`src/rtl/commonScanPkg.sv`:
```
package commonScanPkg;

  typedef enum logic [1:0] {
    LVL_V1 = 2'b00,
    LVL_V6 = 2'b01,
    LVL_V5 = 2'b10,
    LVL_V2 = 2'b11
  } level_e;

  // Strobes from the control module to the shift datapath
  typedef struct packed {
    logic shiftEn;      // one-cycle pulse on a line-clock fall
    logic splitMode;    // two half chains in parallel
    logic towardFirst;  // scan toward stage 1
    logic markerIn;     // bit entering the chain(s)
  } scanStrobe_t;

endpackage

```
`src/rtl/scanControl.sv`:
```
module scanControl
  import commonScanPkg::*;
(
  input  logic        clk,
  input  logic        rstN,
  input  logic        lineClk,
  input  logic        marker,
  input  logic        shiftDir,
  input  logic        fullDuty,
  output scanStrobe_t strobe
);

  logic lineQ;

  // A low line clock at reset release must not look like a fall
  always_ff @(posedge clk or negedge rstN) begin
    if (!rstN) lineQ <= 1'b0;
    else       lineQ <= lineClk;
  end

  always_comb begin
    strobe.shiftEn     = lineQ & ~lineClk;
    strobe.splitMode   = ~fullDuty;
    strobe.towardFirst = shiftDir;
    strobe.markerIn    = marker;
  end

  // one fall gives exactly one shift pulse
  p_single_pulse_r1: assert property (@(posedge clk) disable iff (!rstN)
    strobe.shiftEn |=> !strobe.shiftEn);

endmodule

```
`src/rtl/scanShiftReg.sv`:
```
module scanShiftReg
  import commonScanPkg::*;
#(
  parameter int NUM_STAGES = 240
) (
  input  logic                  clk,
  input  logic                  rstN,
  input  scanStrobe_t           strobe,
  output logic [NUM_STAGES-1:0] stages
);

  localparam int HALF = NUM_STAGES / 2;

  logic [NUM_STAGES-1:0] nextStages;

  for (genvar g = 0; g < NUM_STAGES; g++) begin : g_stage
    logic downSrc;
    logic upSrc;

    if (g == NUM_STAGES - 1) begin : g_topEnd
      assign downSrc = strobe.markerIn;
    end else if (g == HALF - 1) begin : g_lowerTop
      assign downSrc = strobe.splitMode ? strobe.markerIn : stages[g+1];
    end else begin : g_downMid
      assign downSrc = stages[g+1];
    end

    if (g == 0) begin : g_bottomEnd
      assign upSrc = strobe.markerIn;
    end else if (g == HALF) begin : g_upperBottom
      assign upSrc = strobe.splitMode ? strobe.markerIn : stages[g-1];
    end else begin : g_upMid
      assign upSrc = stages[g-1];
    end

    assign nextStages[g] = strobe.towardFirst ? downSrc : upSrc;
  end

  always_ff @(posedge clk or negedge rstN) begin
    if (!rstN)               stages <= '0;
    else if (strobe.shiftEn) stages <= nextStages;
  end

  // no pulse, no change
  p_hold_r1: assert property (@(posedge clk) disable iff (!rstN)
    !strobe.shiftEn |=> $stable(stages));

  // full chain toward stage 1
  p_full_down_r2: assert property (@(posedge clk) disable iff (!rstN)
    (strobe.shiftEn && !strobe.splitMode && strobe.towardFirst) |=>
      (stages[NUM_STAGES-1] == $past(strobe.markerIn)) &&
      (stages[NUM_STAGES-2:0] == $past(stages[NUM_STAGES-1:1])));

  // full chain toward the last stage
  p_full_up_r3: assert property (@(posedge clk) disable iff (!rstN)
    (strobe.shiftEn && !strobe.splitMode && !strobe.towardFirst) |=>
      (stages[0] == $past(strobe.markerIn)) &&
      (stages[NUM_STAGES-1:1] == $past(stages[NUM_STAGES-2:0])));

  // split chains toward their low ends
  p_split_down_r4: assert property (@(posedge clk) disable iff (!rstN)
    (strobe.shiftEn && strobe.splitMode && strobe.towardFirst) |=>
      (stages[HALF-1] == $past(strobe.markerIn)) &&
      (stages[NUM_STAGES-1] == $past(strobe.markerIn)) &&
      (stages[HALF-2:0] == $past(stages[HALF-1:1])) &&
      (stages[NUM_STAGES-2:HALF] == $past(stages[NUM_STAGES-1:HALF+1])));

  // split chains toward their high ends
  p_split_up_r5: assert property (@(posedge clk) disable iff (!rstN)
    (strobe.shiftEn && strobe.splitMode && !strobe.towardFirst) |=>
      (stages[0] == $past(strobe.markerIn)) &&
      (stages[HALF] == $past(strobe.markerIn)) &&
      (stages[HALF-1:1] == $past(stages[HALF-2:0])) &&
      (stages[NUM_STAGES-1:HALF+1] == $past(stages[NUM_STAGES-2:HALF])));

endmodule

```
`src/rtl/levelSelect.sv`:
```
module levelSelect
  import commonScanPkg::*;
(
  input  logic   stageBit,
  input  logic   acPhase,
  input  logic   dispOffN,
  output level_e level
);

  always_comb begin
    if (!dispOffN) begin
      level = LVL_V1;
    end else begin
      unique case ({stageBit, acPhase})
        2'b11:   level = LVL_V2;
        2'b01:   level = LVL_V6;
        2'b10:   level = LVL_V1;
        default: level = LVL_V5;
      endcase
    end
  end

endmodule

```
`src/rtl/commonScanDriver.sv`:
```
module commonScanDriver
  import commonScanPkg::*;
#(
  parameter int NUM_STAGES = 240
) (
  input  logic                    clk,
  input  logic                    rstN,
  input  logic                    lineClk,
  input  logic                    marker,
  input  logic                    shiftDir,
  input  logic                    fullDuty,
  input  logic                    acPhase,
  input  logic                    dispOffN,
  output logic [2*NUM_STAGES-1:0] levelCodes
);

  localparam int CODE_W = 2;

  scanStrobe_t           strobe;
  logic [NUM_STAGES-1:0] stages;

  scanControl i_scanControl (
    .clk      (clk),
    .rstN     (rstN),
    .lineClk  (lineClk),
    .marker   (marker),
    .shiftDir (shiftDir),
    .fullDuty (fullDuty),
    .strobe   (strobe)
  );

  scanShiftReg #(.NUM_STAGES(NUM_STAGES)) i_scanShiftReg (
    .clk    (clk),
    .rstN   (rstN),
    .strobe (strobe),
    .stages (stages)
  );

  for (genvar g = 0; g < NUM_STAGES; g++) begin : g_sel
    level_e lvl;
    levelSelect i_levelSelect (
      .stageBit (stages[g]),
      .acPhase  (acPhase),
      .dispOffN (dispOffN),
      .level    (lvl)
    );
    assign levelCodes[CODE_W*g +: CODE_W] = lvl;
  end

  // blanking pins every output to V1
  p_blank_r7: assert property (@(posedge clk) disable iff (!rstN)
    !dispOffN |-> (levelCodes == '0));

endmodule

```
`config.mk`:
```
export PLATFORM = sky130hd
export DESIGN_NAME = commonScanDriver
export DESIGN_NICKNAME = d
export VERILOG_FILES = /design/src/rtl/commonScanPkg.sv /design/src/rtl/scanControl.sv /design/src/rtl/scanShiftReg.sv /design/src/rtl/levelSelect.sv /design/src/rtl/commonScanDriver.sv
export SDC_FILE = /design/constraint.sdc
export NUM_CORES = 1
export LEC_CHECK = 0
export BUFFER_PORTS_ARGS = -buffer_cell sky130_fd_sc_hd__buf_2
export CAP_MARGIN = 20
export CORE_UTILIZATION = 56
export DETAILED_ROUTE_END_ITERATION = 8
export PLACE_DENSITY = 0.82
export SYNTH_ARGS = -nofsm -noshare
export SYNTH_HDL_FRONTEND = slang
export SYNTH_HIERARCHICAL = 1
export SYNTH_SLANG_ARGS = --single-unit
export TNS_END_PERCENT = 10
```
`constraint.sdc`:
```
create_clock -name clk -period 1.61 [get_ports clk]
set_input_delay 0.2415 -clock clk [delete_from_list [all_inputs] [get_ports clk]]
set_output_delay 0.2415 -clock clk [all_outputs]
set_load 0.02 [all_outputs]
```
==> results of run 1 <==
[where the power goes]
| group | total [mW] | internal, mW | switching, mW |
|---|---|---|---|
| combinational | 16.3 | 7.48 | 8.84 |
| clock | 6.05 | 3.60 | 2.45 |
| sequential | 10.5 | 7.83 | 2.65 |
| total | 32.8 | 18.9 | 13.9 |
[cell usage after synthesis]
cell type | instances | share of area
inv_1 | 241 | 0.042
buf_6 | 20 | 0.011
nand3b_1 | 1 | 0.00035
nor2_1 | 238 | 0.042
ha_1 | 480 | 0.28
mux2i_1 | 240 | 0.11
dfrtp_1 | 241 | 0.28
clkbuf_1 | 28 | 0.0049
buf_1 | 3 | 0.00053
nand2b_1 | 3 | 0.00088
buf_4 | 9 | 0.0032
buf_2 | 23 | 0.0054
a21oi_1 | 238 | 0.056
o211ai_1 | 2 | 0.00070
o21a_1 | 240 | 0.085
nor2b_4 | 1 | 0.00065
nand3_1 | 1 | 0.00023
and2_1 | 240 | 0.070
nand2_1 | 1 | 0.00018
[cell families after synthesis]
kind of cell	after synthesis
AND/OR/NAND/NOR	485
AO/OA/AOI/OAI	480
multiplexers	240
flip-flops	241
adder cells (fa/ha/maj)	480
buffers and inverters	324
[how the worst max path moves through the flow]
stage / from / end / slack (ns)
floorplan: i_scanControl/lineQ$_DFF_PN0_ / i_scanShiftReg/stages[126]$_DFFE_PN0P_ / 0.38
global placement: acPhase / levelCodes[121] / -0.13
detailed placement: acPhase / levelCodes[91] / -0.17
CTS: i_scanShiftReg/stages[24]$_DFFE_PN0P_ / levelCodes[49] / -0.27
global route: i_scanShiftReg/stages[73]$_DFFE_PN0P_ / levelCodes[146] / -0.41
finish: i_scanShiftReg/stages[73]$_DFFE_PN0P_ / levelCodes[146] / -0.38
[worst min-delay path: stages]
cell and delay, ns:
buf_2 0.14, mux2i_1 0.13, a21oi_1 0.09
[metal layers]
layer	vias to the layer above	wire, um	global-route usage
met2	817	33200	0.500
li1	8727	-	-
met1	9206	25200	0.338
met4	0	3250	0.0927
met3	225	3860	0.0316
met5	-	0	0
[timing repair]
action                                 CTS  global route
endpoints found under the hold margin  242             0
hold buffers                             2             0
buffers inserted                        46            37
setup endpoints to repair              480           480
resized for setup                      346           427
pin swaps                               24            24
gates cloned                             0             1
[metrics by stage]
stage | setup WS [ns] | instances
3_3_place_gp | -0.127 | 3261
4_1_cts | -0.267 | 3356
2_1_floorplan | 0.383 | 2250
3_5_place_dp | -0.173 | 3261
6_report | -0.382 | 3396
5_1_grt | -0.409 | 3396
[registers in the layout, summed over array words and instances (netlist names)]
register and count:
i_scanShiftReg/stages 240, i_scanControl/lineQ 1
[final cells by class]
class                      instances  share of cell area
inverter                         241              0.0312
clock buffer                      42              0.0280
antenna                            2            0.000173
sequential                       241               0.216
tap                              511              0.0221
multi-input combinational       1685               0.527
clock inverter                     5             0.00199
timing repair buffer             669               0.174
==> summary.md, run 1 <==
| Metric | Value |
|---|---|
| Status | `finished with violations` |
| Failing checks | `setup timing` |
| Post-Synthesis Cells | `between 2k and 2.5k` |
| Via density | `5.59` |
| Worst skew pair latency | `roughly 0.52 ns` |
| Placed cell areas | `0.0249 sq mm` |
| Pwr Total | `32.8 mW` |
| Relative slew slack | `0.656` |
| Final Critical Period | `approximately 2 ns` |
| WL final | `between 60 and 70 mm` |
| Endpoint type of the worst setup path | `output pin` |
| Global-route wire length before repair | `88.2 mm` |
| FILL cells | `about 2.1k` |
| Top delay family on crit path | `flip-flops` |
| Initial core utilization | `0.567` |
| Worst-Margin Slew | `0.516 ns` |
| Xor/xnor share of the synthesized area | `0` |
| Worst setup slack after layout | `-0.382 ns` |
| Crit path cell chain | `inv_1 > ha_1 > o21a_1 > buf_2` |
| Post-route cell area | `slightly below 0.03 sq mm` |
| Post-Synth Adder-Cell Area | `0.282` |
| Leak Pwr | `~15 nW` |
| WP data arrival | `around 1.8 ns` |
| Core area | `0.0376 sq mm` |
| Max frequency | `502 MHz` |
| Syn nets | `roughly 2.7k` |
| Mapped cell area | `0.0213 sq mm` |
| Synth warn | `6` |
| Critical path buffers and inverters | `2` |
| Final core occ | `0.770` |
| Worst Hold Path EP | `i_scanShiftReg/stages[0]$_DFFE_PN0P_` |
| Vias in the first global route | `between 15k and 20k` |
| TritonCTS Buffers | `26` |
| Hold path start | `marker` |
| Min-Delay Path Class | `in -> reg` |
| NumNets Final | `3,352` |
| Avg WL per Cell | `around 19 um` |
| First-iteration detailed-routing DRC count | `1,183` |
| Area grow syn2layout | `35.8%` |
| Setup violators final | `480` |
| Synth Area per Inst | `between 9 and 10 sq um` |
| Hold depth | `3` |
| Clock sinks | `241` |
| Congestion Overflow GR | `0` |
| CP max-delay cell | `dfrtp_2` |
| Area of the multi-input gates | `roughly 0.015 sq mm` |
| Yosys reg bits | `between 200 and 250` |
| Critical path depth | `4` |
| Largest net degree at the start of global routing | `65` |
| Post-synthesis simple-gate area fraction | `0.115` |
| DPL Wire Length | `between 30 and 40 mm` |
| Drt drc | `0` |
| Number of I/O pins | `between 400 and 500` |
| Crit Path Class | `reg -> out` |
| Synth Area in Compound Gates | `0.141` |
| Layout cells sized above 1 | `0.418` |
| Initial antenna violation count | `2` |
| ANT nets after route | `0` |
| Unrepaired setup endpoints after global routing | `yes` |
| Crit start category | `flop` |
| Drt pass-1 iters | `6` |
| Cells on worst reg2reg path | `5` |
| Number of H-tree levels | `1` |
| Peak supply drop | `a little under 0.0007 V` |
| Hold WS | `0.122 ns` |
| Fin Setup TNS | `-86.05 ns` |
| Site Rows | `between 70 and 80` |
| CP max FO | `5` |
| CTS Root Cell | `clkbuf_16` |
| R2r endpoint | `i_scanShiftReg/stages[57]$_DFFE_PN0P_` |
| Die height | `197 um` |
| Hold Violations, Final | `0` |
| Pwr dens | `between 1000 and 1500 mW/mm^2` |
| CTS tree | `built` |
| Distinct cells, synth | `19` |
| RD Place Congestion | `between 0.8 and 0.9` |
| Slowest stage delay, CP | `between 0.4 and 0.5 ns` |
| Seq/Total Area, Yosys | `0.283` |
| Most frequent cells in the layout | `ha_1 (343), buf_2 (343), o21a_1 (240), mux2i_1 (240)` |
| Crit path required time | `1.37 ns` |
| Max-cap viol count | `0` |
| GR Util All Layers | `0.276` |
| FF-to-FF setup slack | `0.18 ns` |
| Main combinational cell family by area after synthesis | `adder cells` |
| RR Startpoint | `i_scanControl/lineQ$_DFF_PN0_` |
| Max-slew violation count | `0` |
| Setup Skew | `0.00970 ns` |
| Die W | `~200 um` |
| CTS clock-pin slew for the worst setup and hold paths | `approximately 0.06 ns` |
| Die area | `a little under 0.04 sq mm` |
| Reg area | `0.00624 sq mm` |
| IO Port Bufs | `487` |
| Tcrit/Tclk final | `1.24` |
| Via count | `about 19k` |
| Mux cell area share after synthesis | `0.113` |
| Worst-case clock buffer depth | `3` |
(Power assumes the default switching activity.)
==> run 2, diff against run 1 <==
ABC_AREA = 1   (was not set)
BUFFER_PORTS_ARGS = -buffer_cell sky130_fd_sc_hd__buf_4   (was -buffer_cell sky130_fd_sc_hd__buf_2)
CORE_UTILIZATION = 57   (was 56)
PLACE_DENSITY = 0.83   (was 0.82)
==> run 2 against run 1 <==
  * Critical path depth increased by 1
  * Synthesized area is 9.5% higher
  * Critical endpoint is now levelCodes[203]
  * Sequential power is 21% lower
  * Flip-flop and latch count unchanged
  * Highest routed layer unchanged
  * Largest cell class unchanged
  * Synthesized cell count rose by 55%
  * Global-route usage fell by 0.21 points
  * Non-clock buffer count shrank 74
  * Clock power increased by 8.4%
  * Critical path type unchanged
  * Design area is 8.1% higher
  * The flow still finishes with violations (setup timing)
==> summary.md, run 2 <==
| Metric | Value |
|---|---|
| Core area | `about 0.040 sq mm` |
| Layout cells sized above 1 | `0.261` |
| Post-Synthesis Cells | `roughly 3.5k` |
| Clock power share | `0.231` |
| Tcrit/Tclk final | `1.14` |
| Max-cap viol count | `0` |
| Met1 GRT Util | `0.328` |
| Net Sw Power | `roughly 12 mW` |
| GR peak layer | `met2` |
| Seq pwr share | `0.294` |
| Congestion Overflow GR | `0` |
| Number of H-tree levels | `1` |
| Number of synthesized flops with an enable pin | `0` |
| Setup violators final | `480` |
| Most frequent cell after synthesis | `inv_1` |
| Biggest regs | `i_scanShiftReg/stages (240), i_scanControl/lineQ (1)` |
| CP max FO | `3` |
| Max frequency | `approximately 540 MHz` |
| Number of I/O pins | `slightly below 500` |
| Hold Violations, Final | `0` |
| Relative slew slack | `0.576` |
| Initial core utilization | `0.582` |
| Unrepaired setup endpoints after global routing | `yes` |
| CTS clock-pin slew for the worst setup and hold paths | `~0.06 ns` |
| Synth Area per Inst | `~6.7 sq um` |
| Endpoint type of the worst setup path | `output pin` |
| Area leader, netlist | `dfrtp_1` |
| Post-synthesis async set-or-reset flop share | `1.00` |
| IO Port Bufs | `487` |
| Failing checks | `setup timing` |
| Largest cells by area after synthesis | `dfrtp_1 (26%), ha_1 (26%), inv_1 (15%)` |
| Global-route wire length before repair | `approximately 96 mm` |
| R2r endpoint | `i_scanShiftReg/stages[216]$_DFFE_PN0P_` |
| Yosys reg bits | `between 200 and 250` |
| Pwr Total | `about 28 mW` |
| RR Startpoint | `i_scanControl/lineQ$_DFF_PN0_` |
| TritonCTS Buffers | `26` |
| FF-to-FF setup slack | `0.25 ns` |
| First-iteration detailed-routing DRC count | `~1.5k` |
| RD Place Congestion | `around 0.86` |
| Via count | `between 20k and 25k` |
| Synth warn | `6` |
| WP data arrival | `1.60 ns` |
| Seq/Total Area, Yosys | `0.258` |
| Mapped cell area | `roughly 0.023 sq mm` |
| Largest net degree at the start of global routing | `between 100 and 150` |
| Crit Path Class | `reg -> out` |
| CTS tree | `built` |
| Syn nets | `3,968` |
| WL final | `~64 mm` |
| Die height | `204 um` |
| Pwr dens | `906 mW/mm^2` |
| Die area | `about 0.042 sq mm` |
| Most instantiated cells after synthesis | `inv_1 (961), nand2_1 (725), nor2_1 (486)` |
| Leak Pwr | `between 15 and 20 nW` |
| Vias in the first global route | `20.5k` |
| Initial antenna violation count | `0` |
| Die W | `~200 um` |
| Setup Skew | `0.00829 ns` |
| FILL cells | `roughly 2.6k` |
| Max-slew violation count | `0` |
| Routing usage on met2 | `0.498` |
| Most frequent cells in the layout | `inv_1 (784), nand2_1 (668), nor2_1 (432)` |
| # diodes | `0` |
| Status | `finished with violations` |
| Top reg by flops | `i_scanShiftReg/stages` |
| Clock sinks | `between 200 and 250` |
| Placed cell areas | `0.0280 sq mm` |
| ANT nets after route | `0` |
| CTS Root Cell | `clkbuf_16` |
| NumNets Final | `between 4k and 5k` |
| Via density | `between 4 and 5` |
| Drt pass-1 iters | `6` |
| Worst setup slack after layout | `-0.233 ns` |
| Fin Setup TNS | `-47.35 ns` |
| Crit start category | `flop` |
| Post-route cell area | `~0.031 sq mm` |
| Met3 GRT Util | `0.0333` |
| Finished Layout Cells | `between 4k and 5k` |
| Switching Fraction | `0.409` |
| Final Critical Period | `between 1.5 and 2 ns` |
| Avg WL per Cell | `approximately 14 um` |
| Hold path start | `marker` |
| Worst-case clock buffer depth | `3` |
| Max FFs per register | `240` |
| GR Util All Layers | `0.274` |
| DPL Wire Length | `slightly above 40 mm` |
| Site Rows | `between 70 and 80` |
| Yosys top cell area share | `0.258` |
| Number of cells after detailed placement | `roughly 4.5k` |
| Hold depth | `5` |
| P_int | `16.8 mW` |
| Crit path required time | `between 1 and 1.5 ns` |
| Pre-CTS setup slack | `0.0531 ns` |
| Area grow syn2layout | `34.0%` |
| Main synth FF type | `dfrtp_1` |
| Drt drc | `0` |
| Worst Hold Path EP | `i_scanShiftReg/stages[0]$_DFFE_PN0P_` |
| Worst skew pair latency | `about 0.52 ns` |
| Comb pwr share | `0.475` |
| Peak supply drop | `between 0.0007 and 0.0008 V` |
| Min-Delay Path Class | `in -> reg` |
| Most common cell after layout, fill and taps aside | `inv_1` |
| Cells on worst reg2reg path | `5` |
| Distinct cells, synth | `16` |
| Worst-Margin Slew | `around 0.64 ns` |
run 2: power by group through the flow:
stage / clock (mW) / sequential (mW) / combinational [mW]
after floorplan: 0 / 7.87 / 7.14
after global placement: 0 / 8.27 / 11.1
after detailed placement: 0 / 8.33 / 11.3
after CTS: 6.66 / 8.25 / 12.3
after global routing: 6.91 / 8.44 / 14.9
final: 6.56 / 8.34 / 13.5
run 2: layout make-up:
type	instances	area, sq um	share of cell area
repair buffers	595	5870	0.187
flip-flops and latches	241	6050	0.193
inverters	962	3620	0.116
multi-input cells	2169	14200	0.453
clock buffers	37	783	0.0250
clock inverters	11	160	0.00512
well taps	525	657	0.0210
run 2: kinds of logic (layout without fill, tap and decap cells):
family,Yosys count,after routing,share of synthesized area
AO/OA/AOI/OAI,241,241,0.0516
adder cells (fa/ha/maj),480,480,0.257
buffers and inverters,1070,1605,0.187
flip-flops,241,241,0.258
AND/OR/NAND/NOR,1448,1448,0.245
run 2: stage by stage:
step / hold slack, ns / utilization
2_1_floorplan: -0.0541 / -
3_3_place_gp: 0.135 / 0.699
3_5_place_dp: 0.134 / 0.699
4_1_cts: 0.0190 / 0.755
5_1_grt: 0.0907 / 0.781
6_report: 0.0384 / 0.781
run 2: how the worst max path moves through the flow:
stage	from	to	depth (start not counted)
6_report	i_scanShiftReg/stages[101]$_DFFE_PN0P_	levelCodes[203]	5
3_3_place_gp	acPhase	levelCodes[244]	7
3_5_place_dp	acPhase	levelCodes[244]	7
2_1_floorplan	i_scanControl/lineQ$_DFF_PN0_	i_scanShiftReg/stages[110]$_DFFE_PN0P_	6
5_1_grt	i_scanShiftReg/stages[43]$_DFFE_PN0P_	levelCodes[86]	5
4_1_cts	i_scanShiftReg/stages[134]$_DFFE_PN0P_	levelCodes[269]	5
run 2: critical path, stage by stage (launching register included):
cell	delay [ns]
dfrtp_1	0.42
inv_1	0.08
ha_1	0.31
nand2_1	0.10
inv_2	0.05
buf_6	0.12
run 2: routing by layer:
layer / wire, um / share of wire
met5: 0 / 0
met4: 2810 / 0.044
met3: 2900 / 0.045
met2: 32800 / 0.51
met1: 25300 / 0.40
run 2: repair_timing:
item                                   4_1_cts  5_1_grt
setup buffers                               10       12
resized for setup                          351      314
endpoints found under the hold margin      241        0
hold buffers                                 2        0
pin swaps                                   76       71
setup endpoints to repair                  480      480
cloned                                       0        0
